===== config.mk =====
export PLATFORM = sky130hd
export DESIGN_NAME = ddr1_ddr3_bridge
export DESIGN_NICKNAME = d
export VERILOG_FILES = /design/src/rtl/ddr_bridge_pkg.sv /design/src/rtl/bridge_phase.sv /design/src/rtl/bridge_cmd.sv /design/src/rtl/bridge_wr.sv /design/src/rtl/bridge_rd.sv /design/src/rtl/ddr1_ddr3_bridge.sv
export SDC_FILE = /design/constraint.sdc
export NUM_CORES = 1
export LEC_CHECK = 0
export ABC_AREA = 1
export BUFFER_PORTS_ARGS = -buffer_cell sky130_fd_sc_hd__buf_4
export CORE_UTILIZATION = 57
export CTS_CLUSTER_DIAMETER = 30
export CTS_CLUSTER_SIZE = 28
export DETAILED_ROUTE_END_ITERATION = 7
export PLACE_DENSITY = 0.84
export SETUP_SLACK_MARGIN = 0.05
export SLEW_MARGIN = 5
export SYNTH_ARGS = -nofsm -noshare
export SYNTH_HDL_FRONTEND = slang
export SYNTH_HIERARCHICAL = 1
export SYNTH_SLANG_ARGS = --single-unit

===== constraint.sdc =====
create_clock -name clk_i -period 2.88 [get_ports clk_i]
set_input_delay 0 -clock clk_i [delete_from_list [all_inputs] [get_ports clk_i]]
set_output_delay 0 -clock clk_i [all_outputs]
set_load 0.02 [all_outputs]

===== src/rtl/ddr_bridge_pkg.sv =====
package ddr_bridge_pkg;
  typedef enum logic [2:0] {
    CMD_NOP = 3'd0,
    CMD_ACT = 3'd1,
    CMD_RD  = 3'd2,
    CMD_WR  = 3'd3,
    CMD_PRE = 3'd4,
    CMD_REF = 3'd5
  } cmd_e;
endpackage


===== src/rtl/bridge_phase.sv =====
module bridge_phase #(
  parameter int RATIO = 4
) (
  input  logic clk_i,
  input  logic rst_ni,
  output logic tick_o
);
  localparam int PH_W = (RATIO > 2) ? $clog2(RATIO) : 1;
  localparam logic [PH_W-1:0] PH_LAST = PH_W'(RATIO - 1);

  logic [PH_W-1:0] phase_q;

  always_ff @(posedge clk_i or negedge rst_ni) begin
    if (!rst_ni) phase_q <= '0;
    else if (phase_q == PH_LAST) phase_q <= '0;
    else phase_q <= phase_q + 1'b1;
  end

  assign tick_o = (phase_q == PH_LAST);
endmodule


===== src/rtl/bridge_cmd.sv =====
module bridge_cmd
  import ddr_bridge_pkg::*;
#(
  parameter int HBA_W  = 2,
  parameter int MBA_W  = 3,
  parameter int ADDR_W = 14
) (
  input  logic              clk_i,
  input  logic              rst_ni,
  input  logic              tick_i,
  input  logic              init_done_i,
  input  logic [2:0]        host_cmd_i,
  input  logic [HBA_W-1:0]  host_ba_i,
  input  logic [ADDR_W-1:0] host_addr_i,
  output logic [2:0]        mem_cmd_o,
  output logic [MBA_W-1:0]  mem_ba_o,
  output logic [ADDR_W-1:0] mem_addr_o,
  output logic              rd_go_o,
  output logic              wr_go_o
);
  localparam int PAD_W = MBA_W - HBA_W;

  cmd_e             hcmd;
  logic             legal;
  logic             accept;
  logic [MBA_W-1:0] ba_ext;

  // upper DDR3 bank bits tied low
  generate
    if (PAD_W > 0) begin : g_pad
      assign ba_ext = {{PAD_W{1'b0}}, host_ba_i};
    end else begin : g_nopad
      assign ba_ext = host_ba_i[MBA_W-1:0];
    end
  endgenerate

  always_comb begin
    hcmd    = cmd_e'(host_cmd_i);
    legal   = hcmd inside {CMD_ACT, CMD_RD, CMD_WR, CMD_PRE, CMD_REF};
    accept  = tick_i && init_done_i && legal;
    rd_go_o = accept && (hcmd == CMD_RD);
    wr_go_o = accept && (hcmd == CMD_WR);
  end

  always_ff @(posedge clk_i or negedge rst_ni) begin
    if (!rst_ni) begin
      mem_cmd_o  <= CMD_NOP;
      mem_ba_o   <= '0;
      mem_addr_o <= '0;
    end else if (accept) begin
      mem_cmd_o  <= host_cmd_i;
      mem_ba_o   <= ba_ext;
      mem_addr_o <= host_addr_i;
    end else begin
      mem_cmd_o  <= CMD_NOP;
    end
  end
endmodule


===== src/rtl/bridge_wr.sv =====
module bridge_wr #(
  parameter int MEM_W = 8,
  parameter int CWL   = 6
) (
  input  logic               clk_i,
  input  logic               rst_ni,
  input  logic               tick_i,
  input  logic               wr_go_i,
  input  logic [4*MEM_W-1:0] host_wdata_i,
  input  logic [3:0]         host_wmask_i,
  output logic [2*MEM_W-1:0] mem_wdata_o,
  output logic [1:0]         mem_wmask_o,
  output logic               mem_wvalid_o
);
  localparam int BEAT_W = 2 * MEM_W;
  localparam int NWORD  = 2;
  localparam int SH_W   = CWL + NWORD - 1;

  logic [SH_W-1:0]         wsh_q;
  logic                    pend_q;
  logic [NWORD*BEAT_W-1:0] wbuf_q;
  logic [2*NWORD-1:0]      mbuf_q;

  always_ff @(posedge clk_i or negedge rst_ni) begin
    if (!rst_ni) begin
      wsh_q        <= '0;
      pend_q       <= 1'b0;
      wbuf_q       <= '0;
      mbuf_q       <= '0;
      mem_wdata_o  <= '0;
      mem_wmask_o  <= '0;
      mem_wvalid_o <= 1'b0;
    end else begin
      wsh_q <= {wsh_q[SH_W-2:0], wr_go_i};
      // data follows the command by one host cycle
      if (tick_i) begin
        pend_q <= wr_go_i;
        if (pend_q) begin
          wbuf_q <= host_wdata_i;
          mbuf_q <= host_wmask_i;
        end
      end
      mem_wvalid_o <= 1'b0;
      mem_wdata_o  <= '0;
      mem_wmask_o  <= '0;
      for (int i = 0; i < NWORD; i++) begin
        if (wsh_q[CWL-1+i]) begin
          mem_wvalid_o <= 1'b1;
          mem_wdata_o  <= wbuf_q[i*BEAT_W +: BEAT_W];
          mem_wmask_o  <= mbuf_q[2*i +: 2];
        end
      end
    end
  end
endmodule


===== src/rtl/bridge_rd.sv =====
module bridge_rd #(
  parameter int MEM_W  = 8,
  parameter int CL_MEM = 8,
  parameter int HLAT   = 12
) (
  input  logic               clk_i,
  input  logic               rst_ni,
  input  logic               tick_i,
  input  logic               rd_go_i,
  input  logic [2*MEM_W-1:0] mem_rdata_i,
  output logic [4*MEM_W-1:0] host_rdata_o,
  output logic               host_rvalid_o
);
  localparam int BEAT_W = 2 * MEM_W;
  localparam int NWORD  = 2;

  logic [HLAT-1:0]         rsh_q;
  logic [NWORD*BEAT_W-1:0] rbuf_q;

  always_ff @(posedge clk_i or negedge rst_ni) begin
    if (!rst_ni) begin
      rsh_q         <= '0;
      rbuf_q        <= '0;
      host_rdata_o  <= '0;
      host_rvalid_o <= 1'b0;
    end else begin
      rsh_q <= {rsh_q[HLAT-2:0], rd_go_i};
      for (int i = 0; i < NWORD; i++) begin
        if (rsh_q[CL_MEM+i]) rbuf_q[i*BEAT_W +: BEAT_W] <= mem_rdata_i;
      end
      // host-side outputs move only on host edges
      if (tick_i) begin
        host_rvalid_o <= rsh_q[HLAT-1];
        if (rsh_q[HLAT-1]) host_rdata_o <= rbuf_q;
      end
    end
  end
endmodule


===== src/rtl/ddr1_ddr3_bridge.sv =====
module ddr1_ddr3_bridge #(
  parameter int RATIO   = 4,
  parameter int MEM_W   = 8,
  parameter int HBA_W   = 2,
  parameter int MBA_W   = 3,
  parameter int ADDR_W  = 14,
  parameter int CL_HOST = 3,
  parameter int CL_MEM  = 8,
  parameter int CWL_MEM = 6,
  localparam int HOST_W  = 2 * MEM_W,
  localparam int HDATA_W = 2 * HOST_W,
  localparam int HMSK_W  = HDATA_W / MEM_W,
  localparam int MDATA_W = 2 * MEM_W,
  localparam int HLAT    = CL_HOST * RATIO
) (
  input  logic               clk_i,
  input  logic               rst_ni,
  input  logic               init_done_i,
  output logic               host_tick_o,
  input  logic [2:0]         host_cmd_i,
  input  logic [HBA_W-1:0]   host_ba_i,
  input  logic [ADDR_W-1:0]  host_addr_i,
  input  logic [HDATA_W-1:0] host_wdata_i,
  input  logic [HMSK_W-1:0]  host_wmask_i,
  output logic [HDATA_W-1:0] host_rdata_o,
  output logic               host_rvalid_o,
  output logic [2:0]         mem_cmd_o,
  output logic [MBA_W-1:0]   mem_ba_o,
  output logic [ADDR_W-1:0]  mem_addr_o,
  output logic [MDATA_W-1:0] mem_wdata_o,
  output logic [1:0]         mem_wmask_o,
  output logic               mem_wvalid_o,
  input  logic [MDATA_W-1:0] mem_rdata_i
);
  logic rd_go;
  logic wr_go;

  bridge_phase #(.RATIO(RATIO)) u_phase (
    .clk_i  (clk_i),
    .rst_ni (rst_ni),
    .tick_o (host_tick_o)
  );

  bridge_cmd #(.HBA_W(HBA_W), .MBA_W(MBA_W), .ADDR_W(ADDR_W)) u_cmd (
    .clk_i       (clk_i),
    .rst_ni      (rst_ni),
    .tick_i      (host_tick_o),
    .init_done_i (init_done_i),
    .host_cmd_i  (host_cmd_i),
    .host_ba_i   (host_ba_i),
    .host_addr_i (host_addr_i),
    .mem_cmd_o   (mem_cmd_o),
    .mem_ba_o    (mem_ba_o),
    .mem_addr_o  (mem_addr_o),
    .rd_go_o     (rd_go),
    .wr_go_o     (wr_go)
  );

  bridge_wr #(.MEM_W(MEM_W), .CWL(CWL_MEM)) u_wr (
    .clk_i        (clk_i),
    .rst_ni       (rst_ni),
    .tick_i       (host_tick_o),
    .wr_go_i      (wr_go),
    .host_wdata_i (host_wdata_i),
    .host_wmask_i (host_wmask_i),
    .mem_wdata_o  (mem_wdata_o),
    .mem_wmask_o  (mem_wmask_o),
    .mem_wvalid_o (mem_wvalid_o)
  );

  bridge_rd #(.MEM_W(MEM_W), .CL_MEM(CL_MEM), .HLAT(HLAT)) u_rd (
    .clk_i         (clk_i),
    .rst_ni        (rst_ni),
    .tick_i        (host_tick_o),
    .rd_go_i       (rd_go),
    .mem_rdata_i   (mem_rdata_i),
    .host_rdata_o  (host_rdata_o),
    .host_rvalid_o (host_rvalid_o)
  );
endmodule


==> impl_metrics.ini, run 1 <==
[floorplanning]
start_util_pct = 59.29
ios = 147
die_area_mm2 = 0.01121
core_mm2 = 0.01037
rows = 37
die_y_um = 105.9
die_w_um = 105.9

[detailed_routing]
initialDrtViolationCount = 379
wl_per_cell_um = 16.52
dr.pass1.iters = 5
drc = 0
wirelength_um = 16220
vias = 5313
viasPerCell = 5.410
ant_nets = 0

[logic_synthesis]
syn-num-nets = 701
ys_ff_latch = 161
syn_area_mm2 = 0.006148
synth_cells = 626
ys_seq_area_share_pct = 65.53
syn_area_per_cell_um2 = 9.822
synth_cell_types = 20
ys.warnings.count = 6

[placed_design]
dpl.hpwl_um = 8544
gp_congestion = 0.7987
dp.cells = 876
io_buffers = 145

[sta]
clock.fmax_mhz = 524.5
slew_headroom_pct = 35.87
fin_hold_ws_ns = 0.05768
hold_viol = 0
period_share_pct = 66.21
finalSetupViolations = 0
tightest_slew_ns = 0.9619
rsz0062_at_grt = no
fin_crit_ns = 1.907
finalClockSkew_ns = 0.008648
drv_slew = 0
setup-tns-final_ns = 0

[clock_tree]
cts_resized = 0
clockBufferDepth = 2
cts_tree = yes
root_buffer = clkbuf_8
postCtsSetupBuffers = 0
cts_inserted_buffers = 17
clock-sinks = 161
clk_pin_slew_ns = 0.07
htree_num_levels = 4
worst_skew_pair.late_latency_ns = 0.53

[cells_and_area]
stdcell_count = 982
drive_gt1_share_pct = 22.93
diodes = 0
multi_input_area_mm2 = 0.001688
areaGrowthSynthToFinish_pct = 40.19
nFillCells = 543
final_util_pct = 83.12
nNetsFinal = 908
seqCellArea_mm2 = 0.004029

[global_route]
grt_antenna_before_repair = 0
globalRouteOverflowTotal = 0
grt_first_pass_wirelength_um = 26350
grt_max_degree = 78
grt_util_all_layers_pct = 31.16
grt_pass1_vias = 5447

[power_and_ir_drop]
powerDensity_mw_per_mm2 = 699.2
p_leak_nw = 4.613
vdd_ir_drop_max_mv = 0.5151

[critical_path]
r2r_end = u_rd/host_rdata_o[0]$_DFFE_PN0P_
cp_max_fo = 33
critPathBufInv = 1
rrSetupSlack_ns = 0.97
critPathCaptureType = flop
cp-start-kind = flop
criticalPathCategory = reg2reg
slowest_delay_ns = 0.43
crit_top_cell = nand2_1
r2r_cells = 5
cp_cell_sequence = ha_2 > buf_4 > nand2_4 > nand2_1 > nand2_1
slowest_stage = ha_2
cp_top_family = simple AND/OR/NAND/NOR gates
critPathRequiredTime_ns = 3.29
arrival_ns = 2.32
r2r_start = u_phase/phase_q[0]$_DFF_PN0_

[run]
drv_cap = 0

[run_status]
status = complete, no violations

[worst_hold_path]
hold_class = in2async
-- layout make-up --
cell class | instances | area share, %
clock buffer | 20 | 5.284
clock inverter | 12 | 2.627
inverter | 39 | 1.858
multi-input combinational | 389 | 19.58
sequential | 161 | 46.74
tap | 136 | 1.974
timing repair buffer | 225 | 21.93
-- per-stage QoR --
| step | area [um2] | total power, mW | worst slack (ns) |
|---|---|---|---|
| after floorplan | 6148 | 3.005 | 1.378 |
| after global placement | 7197 | 3.345 | 1.185 |
| after detailed placement | 7197 | 3.385 | 1.093 |
| after CTS | 8620 | 6.016 | 1.052 |
| after global routing | 8620 | 6.243 | 0.8697 |
| final | 8620 | 6.027 | 0.9732 |
-- cells in the mapped netlist --
| master | count | area (um2) |
|---|---|---|
| buf_2 | 10 | 50.05 |
| buf_4 | 18 | 135.1 |
| buf_6 | 7 | 78.83 |
| bufinv_8 | 1 | 17.52 |
| clkbuf_2 | 2 | 10.01 |
| conb_1 | 1 | 3.750 |
| dfrtp_1 | 161 | 4029 |
| ha_1 | 1 | 12.51 |
| inv_1 | 36 | 135.1 |
| inv_2 | 2 | 7.510 |
| nand2_1 | 238 | 893.4 |
| nand2_2 | 2 | 12.51 |
| nand2_4 | 2 | 22.52 |
| nand2_8 | 1 | 20.02 |
| nand3_1 | 102 | 510.5 |
| nor2_1 | 4 | 15.01 |
| nor3_1 | 2 | 10.01 |
| o21ai_0 | 34 | 170.2 |
| o21ai_2 | 1 | 8.760 |
| or2_2 | 1 | 6.260 |
-- layout by cell type (no fill, tap or decap) --
master           n
buf_6            1
clkbuf_16       16
conb_1           1
nand3_1        102
o21ai_2          1
clkinv_2         1
o21ai_0         34
bufinv_16        6
buf_4          149
inv_2            2
buf_12           1
nand2_4          2
nand2_8          1
nor2_1           4
inv_6            2
bufinv_8         1
ha_2             1
nor3_1           2
dfrtp_1        161
nand2_1        238
nand2_2          2
clkinv_4         1
or2_2            1
inv_1           36
dlygate4sd3_1   74
clkbuf_8         4
clkinvlp_4       2
-- metal layers --
metal | GRT usage (%) | vias to the layer above | routed length (um) | part of all wire, %
li1 | - | 2385 | - | -
met1 | 37.31 | 2631 | 6257 | 39
met2 | 53.22 | 252 | 8509 | 52
met3 | 7.112 | 45 | 920 | 5.7
met4 | 15.18 | 0 | 537 | 3.3
met5 | 0 | - | 0 | 0
-- how the worst max path moves through the flow --
stage	startpoint	slack, ns	to	cells after the start
2_1_floorplan	u_phase/phase_q[0]$_DFF_PN0_	1.38	u_cmd/mem_addr_o[0]$_DFFE_PN0P_	7
3_3_place_gp	u_phase/phase_q[0]$_DFF_PN0_	1.18	u_rd/host_rdata_o[1]$_DFFE_PN0P_	5
3_5_place_dp	u_phase/phase_q[0]$_DFF_PN0_	1.09	u_rd/host_rdata_o[18]$_DFFE_PN0P_	5
4_1_cts	u_phase/phase_q[0]$_DFF_PN0_	1.05	u_rd/host_rdata_o[23]$_DFFE_PN0P_	5
5_1_grt	u_phase/phase_q[0]$_DFF_PN0_	0.87	u_rd/host_rdata_o[23]$_DFFE_PN0P_	5
6_report	u_phase/phase_q[0]$_DFF_PN0_	0.97	u_rd/host_rdata_o[0]$_DFFE_PN0P_	5
-- sequential cells by signal, summed over array words and instances (netlist names) --
name / cells
u_rd/host_rdata_o: 32
u_rd/rbuf_q: 32
u_wr/wbuf_q: 32
u_wr/mem_wdata_o: 16
u_cmd/mem_addr_o: 14
u_rd/rsh_q: 12
u_wr/wsh_q: 7
u_wr/mbuf_q: 4
u_cmd/mem_cmd_o: 3
u_cmd/mem_ba_o: 2
u_phase/phase_q: 2
u_wr/mem_wmask_o: 2
u_rd/host_rvalid_o: 1
u_wr/mem_wvalid_o: 1
u_wr/pend_q: 1
-- kinds of logic after synthesis --
family / Yosys count / synth area share [%]
AO/OA/AOI/OAI: 35 / 2.910
adder cells (fa/ha/maj): 1 / 0.2035
flip-flops: 161 / 65.53
other: 1 / 0.06099
AND/OR/NAND/NOR: 352 / 24.24
buffers and inverters: 76 / 7.062
-- report_power, final --
part           internal, mW  leakage, nW  total, mW  switching (mW)
Clock                  1.66        0.328       2.56           0.902
Combinational         0.355         2.26      0.778           0.423
Sequential             2.52         2.02       2.69           0.167
-- repair_timing --
item / in CTS / in global routing
endpoints found under the setup margin: 0 / 0
hold buffers: 74 / 0
hold endpoints to repair: 165 / 0
Note: power is estimated with default switching activity, not from simulation.
==> inputs of run 2 (changes only) <==
--- a/config.mk
+++ b/config.mk
@@ -7,11 +7,11 @@
 export LEC_CHECK = 0
 export ABC_AREA = 1
 export BUFFER_PORTS_ARGS = -buffer_cell sky130_fd_sc_hd__buf_4
-export CORE_UTILIZATION = 57
+export CORE_UTILIZATION = 48
 export CTS_CLUSTER_DIAMETER = 30
 export CTS_CLUSTER_SIZE = 28
 export DETAILED_ROUTE_END_ITERATION = 7
-export PLACE_DENSITY = 0.84
+export PLACE_DENSITY = 0.76
 export SETUP_SLACK_MARGIN = 0.05
 export SLEW_MARGIN = 5
 export SYNTH_ARGS = -nofsm -noshare
==> constraint.sdc (replaced) <==
create_clock -name clk_i -period 1.6 [get_ports clk_i]
set_input_delay 0 -clock clk_i [delete_from_list [all_inputs] [get_ports clk_i]]
set_output_delay 0 -clock clk_i [all_outputs]
set_load 0.02 [all_outputs]
==> impl_metrics.ini, run 2 (synthesis gave the netlist of run 1 again) <==
[run_status]
status = complete, no violations

[detailed_routing]
highest_layer = met4
wl_met1_um = 6038
viasPerCell = 4.959
wl_met3_um = 796
vias = 5083
initialDrtViolationCount = 319
wl_per_cell_um = 14.76
dr.pass1.iters = 5
wirelength_um = 15130
met2_length_um = 7857
drc = 0
ant_nets = 0

[clock_tree]
cts_inserted_buffers = 17
clockBufferDepth = 2
htree_num_levels = 4
clock-sinks = 161
cts_tree = yes
clk_pin_slew_ns = 0.06
root_buffer = clkbuf_16
worst_skew_pair.late_latency_ns = 0.41

[sta]
finalSetupViolations = 0
setup-tns-final_ns = 0
period_share_pct = 91.19
drv_slew = 0
fin_crit_ns = 1.459
hold_viol = 0
clock.fmax_mhz = 685.4
slew_headroom_pct = 49.53
fin_hold_ws_ns = 0.06607
finalClockSkew_ns = 0.008370
tightest_slew_ns = 0.7570
rsz0062_at_grt = no

[critical_path]
criticalPathCategory = reg2out
slowest_stage = dfrtp_1
arrival_ns = 1.46
crit_top_cell = buf_4
cp_cell_sequence = ha_2 > buf_4 > buf_4
slowest_delay_ns = 0.36
r2r_cells = 6
critPathRequiredTime_ns = 1.60
r2r_start = u_phase/phase_q[0]$_DFF_PN0_
rrSetupSlack_ns = 0.15
cp-start-kind = flop
critPathCaptureType = primary output
r2r_end = u_cmd/mem_addr_o[5]$_DFFE_PN0P_
cp_max_fo = 18

[power_and_ir_drop]
powerDensity_mw_per_mm2 = 1165
vdd_ir_drop_max_mv = 0.8405
p_leak_nw = 4.601

[global_route]
globalRouteOverflowTotal = 0
grt_antenna_before_repair = 0
grt_util_all_layers_pct = 24.23
grt_max_degree = 47
grt_pass1_vias = 5149
grt_first_pass_wirelength_um = 24320

[floorplanning]
die_y_um = 115.2
die_area_mm2 = 0.01327
ios = 147
rows = 40
core_mm2 = 0.01226
die_w_um = 115.2
start_util_pct = 50.14

[worst_hold_path]
hold_class = in2async

[cells_and_area]
areaGrowthSynthToFinish_pct = 41.07
final_cell_mix = nand2_1, dfrtp_1, buf_4
nFillCells = 875
reg_top3 = u_rd/host_rdata_o: 32 flops, u_rd/rbuf_q: 32 flops, u_wr/wbuf_q: 32 flops
final_common_cell = nand2_1
nNetsFinal = 918
drive_gt1_share_pct = 23.60

[placed_design]
dpl.hpwl_um = 9164
io_buffers = 145
gp_congestion = 0.7767

[run]
drv_cap = 0
run 2: cell types whose count changed in the layout (fill, tap and decap cells not counted), sizes merged:
cell         before  now
buf             151  162
bufinv            7    3
clkbuf           20   22
clkinv            2    4
clkinvlp          2    4
diode             0    1
dlygate4sd3      74   73
inv              40   38
run 2: repair_timing:
action,in CTS,in global routing
hold buffers,73,0
endpoints found under the hold margin,250,0
gates resized for setup,0,1
setup buffers,0,3
endpoints found under the setup margin,0,5
run 2: metal layers:
metal | track usage, % | up-vias
met3 | 5.746 | 34
met2 | 41.33 | 192
met4 | 11.52 | 0
met5 | 0 | -
li1 | - | 2404
met1 | 29.13 | 2453
run 2: layout make-up:
class | instances | area (um2) | area share [%]
Tap cell | 168 | 210.2 | 2.424
Clock buffer | 22 | 464.2 | 5.352
Sequential cell | 161 | 4029 | 46.45
Inverter | 39 | 160.2 | 1.847
Antenna cell | 1 | 2.502 | 0.02885
Timing Repair Buffer | 235 | 2001 | 23.07
Clock inverter | 10 | 110.1 | 1.269
Multi-Input combinational cell | 389 | 1697 | 19.56
run 2: worst max path at each step:
stage / startpoint / end
2_1_floorplan: u_phase/phase_q[0]$_DFF_PN0_ / u_cmd/mem_addr_o[0]$_DFFE_PN0P_
4_1_cts: u_phase/phase_q[0]$_DFF_PN0_ / host_tick_o
5_1_grt: u_phase/phase_q[0]$_DFF_PN0_ / host_tick_o
3_5_place_dp: u_phase/phase_q[0]$_DFF_PN0_ / u_cmd/mem_addr_o[12]$_DFFE_PN0P_
6_report: u_phase/phase_q[0]$_DFF_PN0_ / host_tick_o
3_3_place_gp: u_phase/phase_q[0]$_DFF_PN0_ / u_cmd/mem_addr_o[6]$_DFFE_PN0P_
run 2: power by group:
group	switching (mW)	leakage (nW)	total, mW	internal [mW]
Combinational	0.751	2.31	1.40	0.649
Sequential	0.275	2.02	4.81	4.54
Clock	1.53	0.272	3.89	2.37
Total	2.55	4.60	10.1	7.55
run 2: stage by stage:
step | cell area (um2) | power (mW) | worst slack, ns | utilization (%) | std cells
final | 8673 | 10.11 | 0.1409 | 70.73 | 1025
after detailed placement | 7322 | 6.115 | 0.1434 | 59.71 | 916
after floorplan | 6148 | 5.409 | 0.09787 | - | 626
after CTS | 8627 | 10.15 | 0.1151 | 70.36 | 1021
after global routing | 8671 | 10.52 | 0.05627 | 70.71 | 1024
after global placement | 7322 | 6.039 | 0.2325 | 59.71 | 916
run 2: worst max-delay path, delay by kind of cell, from the launching register on:
kind | cells | cell delay, ns
flip-flops | 1 | 0.36
buffers and inverters | 2 | 0.43
adder cells (fa/ha/maj) | 1 | 0.25
